**config.mk**
```make
export PLATFORM = sky130hd
export DESIGN_NAME = pinmux_port
export DESIGN_NICKNAME = d
export VERILOG_FILES = /design/src/rtl/pinmux_port_pkg.sv /design/src/rtl/pinmux_regs.sv /design/src/rtl/pinmux_sync.sv /design/src/rtl/pinmux_own.sv /design/src/rtl/pinmux_port.sv
export SDC_FILE = /design/constraint.sdc
export NUM_CORES = 1
export LEC_CHECK = 0
export BUFFER_PORTS_ARGS = -buffer_cell sky130_fd_sc_hd__buf_2
export CORE_MARGIN = 1
export CORE_UTILIZATION = 35
export DETAILED_ROUTE_END_ITERATION = 7
export SETUP_SLACK_MARGIN = 0.5
export SLEW_MARGIN = 10
export SYNTH_ARGS = -nofsm -noshare
export SYNTH_HDL_FRONTEND = slang
export SYNTH_HIERARCHICAL = 1
export SYNTH_SLANG_ARGS = --single-unit
```
**constraint.sdc**
```tcl
create_clock -name clk -period 1.22 [get_ports clk]
set_input_delay 0.183 -clock clk [delete_from_list [all_inputs] [get_ports clk]]
set_output_delay 0.183 -clock clk [all_outputs]
set_load 0.02 [all_outputs]
```
**src/rtl/pinmux_port_pkg.sv**
```systemverilog
package pinmux_port_pkg;
    parameter int PORT_PINS = 6;
    parameter int PORT_BUS_W = 8;
    parameter int SYNC_STAGES = 2;

    typedef enum logic {
        REG_DATA = 1'b0,
        REG_DIR  = 1'b1
    } reg_sel_e;
endpackage

```
**src/rtl/pinmux_regs.sv**
```systemverilog
module pinmux_regs
    import pinmux_port_pkg::*;
#(
    parameter int PINS  = PORT_PINS,
    parameter int BUS_W = PORT_BUS_W
) (
    input  logic             clk,
    input  logic             rst_n,
    input  logic             wr,
    input  logic             addr,
    input  logic [BUS_W-1:0] wdata,
    input  logic             hold,
    output logic [PINS-1:0]  data_q,
    output logic [PINS-1:0]  dir_q
);
    typedef struct packed {
        logic [PINS-1:0] data;
        logic [PINS-1:0] dir;
    } regs_t;

    regs_t r_d, r_q;
    reg_sel_e sel;

    always_comb begin
        sel = reg_sel_e'(addr);
        r_d = r_q;
        if (wr && !hold) begin
            if (sel == REG_DATA) r_d.data = wdata[PINS-1:0];
            else                 r_d.dir  = wdata[PINS-1:0];
        end
    end

    always_ff @(posedge clk or negedge rst_n) begin
        if (!rst_n) r_q <= '0;
        else        r_q <= r_d;
    end

    assign data_q = r_q.data;
    assign dir_q  = r_q.dir;
endmodule

```
**src/rtl/pinmux_sync.sv**
```systemverilog
module pinmux_sync
    import pinmux_port_pkg::*;
#(
    parameter int PINS   = PORT_PINS,
    parameter int STAGES = SYNC_STAGES
) (
    input  logic            clk,
    input  logic            rst_n,
    input  logic [PINS-1:0] async_in,
    output logic [PINS-1:0] sync_out
);
    logic [PINS-1:0] stage_d [STAGES];
    logic [PINS-1:0] stage_q [STAGES];

    for (genvar s = 0; s < STAGES; s++) begin : g_stage
        if (s == 0) begin : g_first
            always_comb stage_d[s] = async_in;
        end else begin : g_next
            always_comb stage_d[s] = stage_q[s-1];
        end

        always_ff @(posedge clk or negedge rst_n) begin
            if (!rst_n) stage_q[s] <= '0;
            else        stage_q[s] <= stage_d[s];
        end
    end

    assign sync_out = stage_q[STAGES-1];
endmodule

```
**src/rtl/pinmux_own.sv**
```systemverilog
module pinmux_own
    import pinmux_port_pkg::*;
#(
    parameter int PINS = PORT_PINS
) (
    input  logic            clk,
    input  logic            rst_n,
    input  logic            hold,
    input  logic [PINS-1:0] gpio_dir,
    input  logic [PINS-1:0] gpio_data,
    input  logic [PINS-1:0] alt_en,
    input  logic [PINS-1:0] alt_oe,
    input  logic [PINS-1:0] alt_out,
    input  logic [PINS-1:0] ana_en,
    output logic [PINS-1:0] pad_oe,
    output logic [PINS-1:0] pad_out,
    output logic [PINS-1:0] pad_ie
);
    typedef struct packed {
        logic [PINS-1:0] oe;
        logic [PINS-1:0] out;
        logic [PINS-1:0] ie;
    } padc_t;

    padc_t pc_d, pc_q;
    logic [PINS-1:0] own_oe, own_out, own_ie;

    for (genvar i = 0; i < PINS; i++) begin : g_pin
        always_comb begin
            if (ana_en[i]) begin
                own_oe[i]  = 1'b0;
                own_out[i] = 1'b0;
                own_ie[i]  = 1'b0;
            end else if (alt_en[i]) begin
                own_oe[i]  = alt_oe[i];
                own_out[i] = alt_out[i];
                own_ie[i]  = 1'b1;
            end else begin
                own_oe[i]  = gpio_dir[i];
                own_out[i] = gpio_data[i];
                own_ie[i]  = 1'b1;
            end
        end
    end

    always_comb begin
        pc_d = pc_q;
        if (!hold) begin
            pc_d.oe  = own_oe;
            pc_d.out = own_out;
            pc_d.ie  = own_ie;
        end
    end

    always_ff @(posedge clk or negedge rst_n) begin
        if (!rst_n) begin
            pc_q.oe  <= '0;
            pc_q.out <= '0;
            pc_q.ie  <= '1;
        end else begin
            pc_q <= pc_d;
        end
    end

    assign pad_oe  = pc_q.oe;
    assign pad_out = pc_q.out;
    assign pad_ie  = pc_q.ie;
endmodule

```
**src/rtl/pinmux_port.sv**
```systemverilog
module pinmux_port
    import pinmux_port_pkg::*;
#(
    parameter int PINS  = PORT_PINS,
    parameter int BUS_W = PORT_BUS_W
) (
    input  logic             clk,
    input  logic             rst_n,
    input  logic             bus_addr,
    input  logic [BUS_W-1:0] bus_wdata,
    input  logic             bus_wr,
    input  logic             bus_rd,
    output logic [BUS_W-1:0] bus_rdata,
    input  logic             lp_hold,
    input  logic [PINS-1:0]  alt_en,
    input  logic [PINS-1:0]  alt_oe,
    input  logic [PINS-1:0]  alt_out,
    input  logic [PINS-1:0]  ana_en,
    input  logic [PINS-1:0]  pad_in,
    output logic [PINS-1:0]  pad_oe,
    output logic [PINS-1:0]  pad_out,
    output logic [PINS-1:0]  pad_ie
);
    logic [PINS-1:0]  data_q, dir_q, pin_sync, data_view;
    logic [BUS_W-1:0] rdata_d, rdata_q;

    pinmux_regs #(.PINS(PINS), .BUS_W(BUS_W)) u_regs (
        .clk(clk), .rst_n(rst_n), .wr(bus_wr), .addr(bus_addr),
        .wdata(bus_wdata), .hold(lp_hold), .data_q(data_q), .dir_q(dir_q)
    );

    pinmux_sync #(.PINS(PINS), .STAGES(SYNC_STAGES)) u_sync (
        .clk(clk), .rst_n(rst_n), .async_in(pad_in), .sync_out(pin_sync)
    );

    pinmux_own #(.PINS(PINS)) u_own (
        .clk(clk), .rst_n(rst_n), .hold(lp_hold),
        .gpio_dir(dir_q), .gpio_data(data_q),
        .alt_en(alt_en), .alt_oe(alt_oe), .alt_out(alt_out), .ana_en(ana_en),
        .pad_oe(pad_oe), .pad_out(pad_out), .pad_ie(pad_ie)
    );

    // Direction picks the read source; a gated input buffer reads as 0.
    for (genvar i = 0; i < PINS; i++) begin : g_view
        always_comb begin
            if (dir_q[i])       data_view[i] = data_q[i];
            else if (ana_en[i]) data_view[i] = 1'b0;
            else                data_view[i] = pin_sync[i];
        end
    end

    always_comb begin
        rdata_d = rdata_q;
        if (bus_rd && !lp_hold) begin
            rdata_d = '0;
            if (reg_sel_e'(bus_addr) == REG_DATA) rdata_d[PINS-1:0] = data_view;
            else                                  rdata_d[PINS-1:0] = dir_q;
        end
    end

    always_ff @(posedge clk or negedge rst_n) begin
        if (!rst_n) rdata_q <= '0;
        else        rdata_q <= rdata_d;
    end

    assign bus_rdata = rdata_q;
endmodule

```
* After elaboration in Yosys (flattened, before gate mapping)
Index checks and enable logic that the tools add are counted.
** Word-level totals
- Output and inout port bits :: 26
- Memory bits (read-only) :: 0
- Bits of input ports :: 44
- Register bits after elaboration :: 48
- Memories :: 0
- Word-level logic and storage cells :: 57
- Bits in latches :: 0
- RAM bits :: 0
** Cells by class
- Reduce and logical (&&, ||, !) cells :: 5
- Divide/modulo/power cells :: 0
- Shifts and indexed selects :: 0
- $add $sub $neg :: 0
- Equal/unequal tests :: 0
- Multiplexer cells :: 43
- Magnitude comparators :: 0
- Bitwise gates (word level) :: 1
- $mul :: 0
** Operators by type and width (number)
- two-way mux 1 bit :: 42
- two-way mux 6 bit :: 1
- AND reduction 2 bit :: 2
- logical AND 1 bit :: 2
- logical NOT 1 bit :: 1
- NOT 1 bit :: 1

* Longest topological paths before layout
- Depth after elaboration :: 3
- Mapped depth :: 4
- Mapped depth without buffers :: 3

* By module
The synthesis kept the hierarchy.
** Modules (own cells, without submodules)
- pinmux_own :: sequential area each 457.9 um^2, cells each 70, area each 798.3 um^2, instances 1
- pinmux_regs :: sequential area each 300.3 um^2, cells each 26, area each 465.4 um^2, instances 1
- pinmux_port :: sequential area each 150.1 um^2, cells each 41, area each 361.6 um^2, instances 1
- pinmux_sync :: sequential area each 300.3 um^2, cells each 12, area each 300.3 um^2, instances 1

* Worst setup path before layout
OpenSTA, ideal clock, no wires.
- Path type :: flip-flop to flip-flop
- Start :: register u_regs.r_q (netlist bit u_regs/dir_q[4])
- End :: register rdata_q[4], in the netlist bus_rdata[4]
- Setup slack :: 0.073 ns
- Required time :: 1.156 ns
- Library setup time :: 0.064 ns
- Cell stages (with the launch flop) :: 4
- Arrival time :: 1.083 ns
- Period minus slack after synthesis :: 1.147 ns
- Buffers on the path :: 0
- Cell sequence :: dfrtp_1 -> or4b_1 -> a21oi_1 -> a21o_1
** Between the ends
- Word-level cells in the longest chain between the ends :: 2
** Ends and longest elaborated chain
- start, declared :: RTL line pinmux_regs.sv:21 : regs_t r_d, r_q;
- start signal, assigned :: RTL line pinmux_regs.sv:35 : else r_q <= r_d;
- two-way mux 1 bit :: RTL line pinmux_port.sv:46 : if (dir_q[i]) data_view[i] = data_q[i];
- two-way mux 6 bit (*) :: RTL line pinmux_port.sv:56 : if (reg_sel_e'(bus_addr) == REG_DATA) rdata_d[PINS-1:0] = data_view;
- end signal, assigned :: RTL line pinmux_port.sv:63 : else rdata_q <= rdata_d;
- end, declared :: RTL line pinmux_port.sv:25 : logic [BUS_W-1:0] rdata_d, rdata_q;
Every way passes the cells marked *; elsewhere a longest branch is shown, timed or not.
A chain may end at the register's enable or synchronous reset.

* Worst setup path in the final report
Ends and elaborated chain as after synthesis.

==> flow_summary.toml <==
[status]
status = "complete, but fails checks"
violations = "negative hold slack"

[drt]
vias_per_cell = 4.525
wire_per_inst_um = 13.62
drc = 0
firstDrtPassIters = 4
drtIter0Drc = 93
num_vias = 1421
final_antenna_net_count = 0
wirelength_mm = 4.278

[final_layout]
multi_input_area_um2 = 772.0
regArea_um2 = 1209
drive_gt1_share_pct = 53.28
utilization_pct = 56.80
final_nets = 287
area_delta_synth_final_pct = 53.54
diodes = 0
fillers = 467

[timing]
fin_setup_tns_ns = 0
skew_ns = 0.006466
rsz0062_at_grt = "true"
hold_violations = 34
setup_violations = 0
hold_ws_ns = -0.1195
fin_crit_ns = 1.156
fmax_ghz = 0.8648
final.period_utilization_pct = 94.79
finalMaxSlewViolations = 0

[global_routing]
track_usage_pct = 16.12
grt_max_degree = 37
grt_pass1_vias = 1420
antenna_found_initial = 0
grt_pass1_wl_mm = 7.155
overflow = 0

[synthesis]
yosys.cell_types.count = 20
synthXorXnorAreaFrac_pct = 0
synth_top_family_by_area = "multiplexers"
synth_seq_cells = 48
syn_area_um2 = 1926
synthSimpleGateAreaFrac_pct = 11.76
ys_warn_count = 6
avgSynthCellArea_um2 = 12.92
yosysSeqAreaShare_pct = 62.77
synth_compound_area_share_pct = 9.097
synth_adder_area_share_pct = 0
synthMuxAreaShare_pct = 13.26
synth_cells = 149

[floorplan]
core_area_um2 = 5205
die_height_um = 76.18
io_pins = 70
dieArea_um2 = 5803
rows = 26
start_util_pct = 37.00
die_w_um = 76.18

[power_and_ir_drop]
p_sw_share_pct = 27.78
power.leakage_nw = 1.424
power_frac_seq_pct = 49.7
p_int_w = 0.002842
clkPwrFrac_pct = 24.4
p_per_area_nw_per_um2 = 1331
ir_worst_vdd_mv = 0.7141
power.net_switching_w = 0.001093
combinationalPowerShare_pct = 25.9

[worst_setup_path]
crit_fanout = 2
cpPeakStageDelay_ns = 0.49
path_buf_inv = 0
crit_chain = "or4b_1 -> a21oi_2 -> a21o_1"
endpoint_kind = "flip-flop"
cp-start-kind = "flip-flop"
cpMaxStageDelayCell = "or4b_1"
required_ns = 1.46
cp_data_arrival_time_ns = 1.40
path_class = "reg2reg"
cp_top_family = "simple AND/OR/NAND/NOR gates"

[worst_hold_path]
hp-class = "in2async"

[clock_tree]
ctsRootBufferMaster = "clkbuf_8"
htreeDepth = 2
cts_tree = "built"
cts.sinks = 48
hold_buffers = 7
clk_pin_slew_ns = 0.09
clk_path_buf_depth = 2
clkLatencyLatePin_ns = 0.30
cts_buffers = 5

[placed_design]
gp_congestion = 0.7303
port_buffers = 65
dp_hpwl_mm = 3.073

[job]
cap_violations = 0
## what timing repair did
item,in CTS,in global routing
resized for setup,58,15
pin swaps,2,1
setup buffers,7,6
endpoints found under the setup margin,60,68
hold endpoints to repair,14,34
## final timing paths
check                                   from                 end  cells past startpoint  slack, ns
max reg2reg                  u_regs/dir_q[4]        bus_rdata[4]                      3       0.06
max                          u_regs/dir_q[4]        bus_rdata[4]                      3       0.06
min                                    rst_n    u_regs/data_q[3]                      2      -0.12
max in group asynchronous              rst_n     u_regs/dir_q[4]                      2       0.87
min reg2reg                u_sync/stage_d[2]  u_sync/sync_out[2]                      0       0.35
min in group clk                   ana_en[5]     u_own/pad_ie[5]                      2       0.07
## synth_stat cells (all sizes together)
cell,n,area (um^2)
dfstp,6,157.7
nor2,5,18.77
nor3b,11,93.84
a21oi,1,5.000
or4b,1,10.01
conb,1,3.750
mux2,12,135.1
nand2b,1,6.260
clkbuf,1,3.750
buf,7,52.54
nand3b,1,11.26
a21o,1,7.510
nand2,23,86.33
mux2i,12,120.1
o31ai,17,127.6
dfrtp,42,1051
o21ai,7,35.03
## cells in the final DEF (no fill, tap or decap), types with 5 or more instances in the layout
cell type,instances
buf_4,13
mux2_4,9
clkbuf_8,6
dfstp_2,6
dfrtp_1,42
nor2_1,5
buf_2,38
o31ai_1,15
buf_6,32
o21ai_1,5
nor3b_1,5
nor3b_2,5
dlygate4sd3_1,6
nand2_1,20
mux2i_1,10
## power by group through the flow
stage	logic [W]	registers, W	clock network (W)
3_3_place_gp	0.000745	0.00196	0
6_report	0.00102	0.00195	0.000960
3_5_place_dp	0.000759	0.00196	0
5_1_grt	0.00110	0.00198	0.00106
4_1_cts	0.000952	0.00196	0.000995
2_1_floorplan	0.000318	0.00207	0
## flip-flops by register name (all words and copies together) (netlist names)
| name | count |
|---|---|
| u_regs/data_q | 6 |
| u_own/pad_oe | 6 |
| bus_rdata | 6 |
| u_regs/dir_q | 6 |
| u_sync/sync_out | 6 |
| u_own/pad_out | 6 |
| u_own/pad_ie | 6 |
| u_sync/stage_d | 6 |
## cells by family (layout without fill, tap and decap cells)
family | after synthesis | count (layout)
AO/OA/AOI/OAI | 26 | 26
flip-flops | 48 | 48
other | 1 | 2
buffers and inverters | 8 | 102
multiplexers | 24 | 24
AND/OR/NAND/NOR | 42 | 42
## final cells by class
cell class / instances / share of cell area (%)
flip-flops and latches: 48 / 40.88
repair buffers: 94 / 26.91
multi-input cells: 94 / 26.11
well taps: 70 / 2.962
clock buffers: 6 / 2.793
clock inverters: 2 / 0.3386
## per-layer routing
metal | track usage, % | vias to the layer above | wire length (um)
met2 | 24.27 | 34 | 2059
met5 | 0 | - | 0
met3 | 4.072 | 5 | 144
met4 | 5.769 | 0 | 59
met1 | 22.58 | 670 | 2014
li1 | - | 712 | -
## worst register-to-register path: cells and delay by family (launching register included)
| kind | cells | cell delay (ns) |
|---|---|---|
| AOI/OAI and AO/OA | 2 | 0.24 |
| DFF | 1 | 0.37 |
| and+or+nand+nor | 1 | 0.49 |
## per-stage QoR
step / hold WS (ns) / setup slack (ns) / cells / area (um^2) / power, W
5_1_grt: -0.1308 / 0.02498 / 314 / 2957 / 0.004143
3_3_place_gp: 0.07837 / 0.05403 / 286 / 2455 / 0.002705
4_1_cts: -0.1231 / 0.04628 / 308 / 2858 / 0.003904
3_5_place_dp: 0.08058 / 0.05033 / 286 / 2455 / 0.002718
2_1_floorplan: -0.1126 / 0.1271 / 150 / 2009 / 0.002386
6_report: -0.1195 / 0.06362 / 314 / 2957 / 0.003936
No activity file was read; power rests on OpenSTA's default activity.
